[config.mk]
export PLATFORM = sky130hd
export DESIGN_NAME = irq_vector_ctrl
export DESIGN_NICKNAME = d
export VERILOG_FILES = /design/src/rtl/irqc_pkg.sv /design/src/rtl/irqc_pending.sv /design/src/rtl/irqc_prio.sv /design/src/rtl/irqc_csr.sv /design/src/rtl/irq_vector_ctrl.sv
export SDC_FILE = /design/constraint.sdc
export NUM_CORES = 1
export LEC_CHECK = 0
export BUFFER_PORTS_ARGS = -buffer_cell sky130_fd_sc_hd__buf_4
export CAP_MARGIN = 20
export CORE_AREA = 2 2 96 116
export CTS_BUF_LIST = sky130_fd_sc_hd__clkbuf_8
export CTS_CLUSTER_SIZE = 16
export DETAILED_ROUTE_END_ITERATION = 6
export DIE_AREA = 0 0 98 118
export SLEW_MARGIN = 30
export SYNTH_ARGS = -nofsm -noshare
export SYNTH_HDL_FRONTEND = slang
export SYNTH_SLANG_ARGS = --single-unit
[constraint.sdc]
create_clock -name clk -period 2.2 [get_ports clk]
set_clock_uncertainty 0.1 [all_clocks]
set_input_delay 0.55 -clock clk [delete_from_list [all_inputs] [get_ports clk]]
set_output_delay 0.55 -clock clk [all_outputs]
set_load 0.01 [all_outputs]
[src/rtl/irqc_pkg.sv]
package irqc_pkg;
  // Half of the register space selected by the top address bit.
  typedef enum logic {
    BANK_ENABLE = 1'b0,
    BANK_FLAG   = 1'b1
  } reg_bank_e;
endpackage

[src/rtl/irqc_pending.sv]
module irqc_pending #(
  parameter int unsigned NSRC = 24
) (
  input  logic            clk,
  input  logic            rst,
  input  logic [NSRC-1:0] req,
  input  logic [NSRC-1:0] sw_clr,
  input  logic [NSRC-1:0] svc_clr,
  output logic [NSRC-1:0] pend
);
  logic [NSRC-1:0] req_q;
  logic [NSRC-1:0] rise;

  // Tracks the line even in reset, so no spurious edge appears afterwards.
  always_ff @(posedge clk) req_q <= req;

  assign rise = req & ~req_q;

  // A fresh edge takes precedence over either kind of clear.
  always_ff @(posedge clk) begin
    if (rst) pend <= '0;
    else     pend <= (pend & ~sw_clr & ~svc_clr) | rise;
  end
endmodule

[src/rtl/irqc_prio.sv]
module irqc_prio #(
  parameter int unsigned NSRC = 24,
  localparam int unsigned IDW = $clog2(NSRC)
) (
  input  logic [NSRC-1:0] cand,
  output logic            valid,
  output logic [IDW-1:0]  idx
);
  always_comb begin
    valid = |cand;
    idx   = '0;
    for (int i = NSRC - 1; i >= 0; i--) begin
      if (cand[i]) idx = IDW'(i);
    end
  end
endmodule

[src/rtl/irqc_csr.sv]
module irqc_csr
  import irqc_pkg::*;
#(
  parameter int unsigned     NSRC    = 24,
  parameter int unsigned     PER_REG = 6,
  parameter logic [NSRC-1:0] NOREAD  = '0,
  localparam int unsigned NREG  = (NSRC + PER_REG - 1) / PER_REG,
  localparam int unsigned IW    = (NREG > 1) ? $clog2(NREG) : 1,
  localparam int unsigned AW    = IW + 1,
  localparam int unsigned REG_W = PER_REG + 1
) (
  input  logic             clk,
  input  logic             rst,
  input  logic             we,
  input  logic [AW-1:0]    addr,
  input  logic [REG_W-1:0] wdata,
  input  logic [NSRC-1:0]  pend,
  output logic [REG_W-1:0] rdata,
  output logic [NSRC-1:0]  en,
  output logic             gie,
  output logic [NSRC-1:0]  flag_clr
);
  reg_bank_e         bank;
  logic [IW-1:0]     sel;
  logic [REG_W-1:0]  rd_next;

  assign bank = reg_bank_e'(addr[AW-1]);
  assign sel  = addr[IW-1:0];

  always_ff @(posedge clk) begin
    if (rst) begin
      en  <= '0;
      gie <= 1'b0;
    end else if (we && bank == BANK_ENABLE) begin
      for (int k = 0; k < NREG; k++) begin
        for (int b = 0; b < PER_REG; b++) begin
          if (k * PER_REG + b < NSRC && sel == IW'(k)) en[k * PER_REG + b] <= wdata[b];
        end
      end
      if (sel == '0) gie <= wdata[REG_W-1];
    end
  end

  // Software clears only reach flags that software can see.
  always_comb begin
    flag_clr = '0;
    for (int k = 0; k < NREG; k++) begin
      for (int b = 0; b < PER_REG; b++) begin
        if (k * PER_REG + b < NSRC) begin
          if (we && bank == BANK_FLAG && sel == IW'(k) && !wdata[b] && !NOREAD[k * PER_REG + b])
            flag_clr[k * PER_REG + b] = 1'b1;
        end
      end
    end
  end

  always_comb begin
    rd_next = '0;
    for (int k = 0; k < NREG; k++) begin
      for (int b = 0; b < PER_REG; b++) begin
        if (k * PER_REG + b < NSRC && sel == IW'(k)) begin
          if (bank == BANK_FLAG) rd_next[b] = pend[k * PER_REG + b] & ~NOREAD[k * PER_REG + b];
          else                   rd_next[b] = en[k * PER_REG + b];
        end
      end
    end
    if (bank == BANK_ENABLE && sel == '0) rd_next[REG_W-1] = gie;
  end

  always_ff @(posedge clk) begin
    if (rst) rdata <= '0;
    else     rdata <= rd_next;
  end
endmodule

[src/rtl/irq_vector_ctrl.sv]
module irq_vector_ctrl #(
  parameter int unsigned     NSRC      = 24,
  parameter int unsigned     PER_REG   = 6,
  parameter int unsigned     VEC_W     = 16,
  parameter int unsigned     VEC_BASE  = 3,
  parameter int unsigned     VEC_STEP  = 8,
  parameter int unsigned     RESET_VEC = 0,
  parameter logic [NSRC-1:0] AUTOCLR   = 24'hFFF5BF,
  parameter logic [NSRC-1:0] NOREAD    = 24'h420010,
  localparam int unsigned NREG  = (NSRC + PER_REG - 1) / PER_REG,
  localparam int unsigned AW    = ((NREG > 1) ? $clog2(NREG) : 1) + 1,
  localparam int unsigned REG_W = PER_REG + 1,
  localparam int unsigned IDW   = $clog2(NSRC)
) (
  input  logic             clk,
  input  logic             rst,
  input  logic [NSRC-1:0]  irq_req,
  input  logic             insn_end,
  input  logic             reg_we,
  input  logic [AW-1:0]    reg_addr,
  input  logic [REG_W-1:0] reg_wdata,
  output logic [REG_W-1:0] reg_rdata,
  output logic             irq_accept,
  output logic [IDW-1:0]   irq_id,
  output logic [VEC_W-1:0] irq_vector
);
  logic [NSRC-1:0] pend;
  logic [NSRC-1:0] en;
  logic [NSRC-1:0] flag_clr;
  logic [NSRC-1:0] svc_clr;
  logic [NSRC-1:0] cand;
  logic            gie;
  logic            win_v;
  logic [IDW-1:0]  win_id;
  logic            grant;

  irqc_pending #(.NSRC(NSRC)) u_pend (
    .clk(clk), .rst(rst), .req(irq_req), .sw_clr(flag_clr), .svc_clr(svc_clr), .pend(pend)
  );

  irqc_csr #(.NSRC(NSRC), .PER_REG(PER_REG), .NOREAD(NOREAD)) u_csr (
    .clk(clk), .rst(rst), .we(reg_we), .addr(reg_addr), .wdata(reg_wdata), .pend(pend),
    .rdata(reg_rdata), .en(en), .gie(gie), .flag_clr(flag_clr)
  );

  assign cand = pend & en & {NSRC{gie}};

  irqc_prio #(.NSRC(NSRC)) u_prio (.cand(cand), .valid(win_v), .idx(win_id));

  // The cycle showing an accept swallows any boundary strobe.
  assign grant   = insn_end & win_v & ~irq_accept;
  assign svc_clr = grant ? (AUTOCLR & (NSRC'(1) << win_id)) : '0;

  always_ff @(posedge clk) begin
    if (rst) begin
      irq_accept <= 1'b0;
      irq_id     <= '0;
      irq_vector <= VEC_W'(RESET_VEC);
    end else begin
      irq_accept <= grant;
      if (grant) begin
        irq_id     <= win_id;
        irq_vector <= VEC_W'(VEC_BASE + VEC_STEP * win_id);
      end
    end
  end
endmodule

==> impl_metrics.json <==
{
  "outcome": "finished clean",
  "multiInputGateArea_mm2": 0.00221,
  "synth_flop_cell": "dfxtp_1",
  "fillers": 1028,
  "grt-ovfl-total": 0,
  "tightest_slew_ns": 0.582,
  "slew_violations": 0,
  "row_count": 41,
  "critical_path_class": "reg2reg",
  "holdCritPathClass": "in2reg",
  "period_share_pct": 99.7,
  "power_density_mw_per_mm2": 637,
  "synth_area_leader_cell": "dfxtp_1",
  "gp_congestion": 0.901,
  "rsz0062_at_grt": "true",
  "drtIter0Drc": 239,
  "core_mm2": 0.0104,
  "htree_levels": 3,
  "final_layout_size_suffix_gt1_share_pct": 31.5,
  "cp_top_family": "compound AO/OA/AOI/OAI gates",
  "synth_cells": 435,
  "place_area_mm2": 0.00484,
  "r2r_slack_ns": 0.006,
  "async_flop_share_pct": 0,
  "cts_num_sinks": 87,
  "cts_tree": "built",
  "syn_avg_cell_area_um2": 9.17,
  "clk_latency_ns": 0.37,
  "portBuffers": 57,
  "layout.cells.non_filler": 669,
  "num_vias": 3713,
  "ys_seq_area_share_pct": 43.7,
  "numPlacedInstances": 648,
  "antennaDiodeCount": 0,
  "worst-r2r-cell-count": 7,
  "min_from": "irq_req[22]",
  "chipHeight_um": 118,
  "drv_cap": 0,
  "syn_area_mm2": 0.00399,
  "regArea_mm2": 0.00174,
  "path_buf_inv": 0,
  "area_growth_pct": 31.4,
  "ys_types": 49,
  "grt_pass1_wl_um": 19400,
  "ctsHoldBuffers": 0,
  "arrival_ns": 2.37,
  "firstDrtPassIters": 6,
  "post-dp-hpwl_um": 9250,
  "timing.rr.start": "u_pend.pend[22]",
  "synth-edff-count": 0,
  "min_period_ns": 2.19,
  "clkTransAtPathRegs_ns": 0.09,
  "drtAntennaViolNets": 0,
  "cp-start-kind": "flip-flop",
  "cp_slowest_cell": "a32oi_1",
  "worstPathRequired_ns": 2.38,
  "cp_slowest_stage_delay_ns": 0.46,
  "path_cells": "nand2_1 > a32o_1 > a211oi_1 > o22ai_2 > a32oi_1 > a21oi_1 > a21o_1",
  "synth_warnings": 0,
  "grt_usage_pct": 21.6,
  "first_global_vias": 3602,
  "setup-violations-final": 0,
  "io_pins": 67,
  "timing.fmax_ghz": 0.456,
  "dieArea_mm2": 0.0116,
  "drc": 0,
  "holdWs_ns": 0.181,
  "leakagePower_nw": 2.21,
  "finalNetCount": 573,
  "slew_headroom_pct": 61.2,
  "ys_top_cells_by_area": "dfxtp_1, mux2i_1, nor2_1, nand2_1, mux4_2",
  "grt_max_degree": 60,
  "design_area_mm2": 0.00524,
  "postSynthRegisterBits": 87,
  "clockBufferDepth": 2,
  "hold_violations": 0,
  "routed_wl_um": 12700,
  "antenna_found_initial": 0,
  "critPathMaxFanout": 5,
  "cts_buffers": 9,
  "avgRoutedWirePerCell_um": 19.0,
  "endpoint_kind": "flip-flop",
  "cp.depth": 7,
  "synth.top_cell.area_share_pct": 43.7,
  "r2r-end": "u_pend.pend[20]",
  "peakVddDrop_v": 0.000300,
  "cts_root_buf": "clkbuf_8",
  "viasPerCell": 5.55,
  "hold_path_end": "u_pend.req_q[22]",
  "die_x_um": 98,
  "initial_core_util_pct": 38.3,
  "hold_depth": 1
}
-- synth_stat cells (all sizes together), types with 2 or more instances --
library cell / instances
a211oi: 6
a21o: 5
a21oi: 22
a221oi: 2
a22o: 10
a22oi: 10
a32o: 3
a32oi: 4
a41oi: 6
and2: 9
buf: 17
clkbuf: 20
dfxtp: 87
inv: 2
mux2i: 24
mux4: 10
nand2: 56
nand2b: 11
nand3: 8
nand4: 3
nor2: 59
nor2b: 6
nor3: 3
nor3b: 2
nor4b: 2
o211a: 5
o211ai: 10
o21ai: 20
o41ai: 2
-- per-layer routing --
metal  routed length (um)  vias to the layer above  global-route usage (%)
li1                     -                     1752                       -
met1                 5240                     1779                    26.6
met2                 6070                      146                    34.8
met3                  810                       36                    5.17
met4                  597                        0                    11.5
met5                    0                        -                       0
-- per-stage QoR --
step / power (mW) / setup WS, ns / utilization (%) / setup TNS, ns
finish: 3.34 / 0.00593 / 50.3 / 0
global route: 3.46 / -0.0347 / 50.3 / -0.271
CTS: 3.34 / 0.0000355 / 49.1 / 0
detailed placement: 2.09 / -0.104 / 46.5 / -0.577
global placement: 2.09 / -0.0529 / 46.5 / -0.328
floorplan: 1.91 / 0.121 / - / 0
-- report_power, final --
part           total, mW  leakage, nW  internal, mW  switching, mW
combinational      0.365         1.37         0.180          0.185
clock               1.26        0.114         0.667          0.595
sequential          1.71        0.718          1.65         0.0620
-- registers in the layout (all words and copies together), names as in the netlist --
signal,cells
irq_id,5
u_pend.pend,24
u_csr.en,24
irq_vector,1
u_pend.req_q,24
irq_accept,1
u_csr.gie,1
u_csr.rdata,7
-- area by class of cell --
class                           count  area share [%]
Clock inverter                      6            1.62
Clock buffer                       10            2.63
Multi-Input combinational cell    318            42.2
Timing Repair Buffer              117            17.1
Sequential cell                    87            33.3
Inverter                            2           0.143
Tap cell                          129            3.08
-- worst register-to-register path, cell delays in order (launching register included) --
cell and delay [ns]:
dfxtp_1 0.34, nand2_1 0.06, a32o_1 0.25, a211oi_1 0.36
o22ai_2 0.22, a32oi_1 0.46, a21oi_1 0.14, a21o_1 0.17
-- cells in the final DEF (no fill, tap or decap), types with 10 or more instances in the layout --
cell,instances
a21oi_1,20
nand2_1,56
dfxtp_1,86
nor2_1,57
mux2i_1,24
o211ai_1,10
nand2b_1,11
clkbuf_8,10
buf_4,115
o21ai_0,15
-- logic make-up after synthesis --
kind of cell,share of synthesized area [%]
DFF,43.7
buffers and inverters,5.15
AOI/OAI and AO/OA,20.7
other,0.0940
and+or+nand+nor,18.6
muxes,11.8
-- timing repair --
item / 4_1_cts / 5_1_grt
gates cloned: 1 / 0
buffers inserted: 1 / 3
setup endpoints to repair: 15 / 20
resized for setup: 5 / 25
pin swaps: 3 / 9
endpoints found under the hold margin: 0 / 0
-- worst max path at each step --
stage                       to       startpoint  slack, ns
2_1_floorplan   u_pend.pend[5]      reg_addr[2]       0.12
3_3_place_gp   u_pend.pend[23]  u_pend.pend[12]      -0.05
3_5_place_dp   u_pend.pend[23]  u_pend.pend[17]      -0.10
4_1_cts         u_pend.pend[3]     u_csr.en[10]    0.00004
5_1_grt        u_pend.pend[17]   u_pend.pend[7]      -0.03
6_report       u_pend.pend[20]  u_pend.pend[22]      0.006
Power figures use the tool's default switching activity.
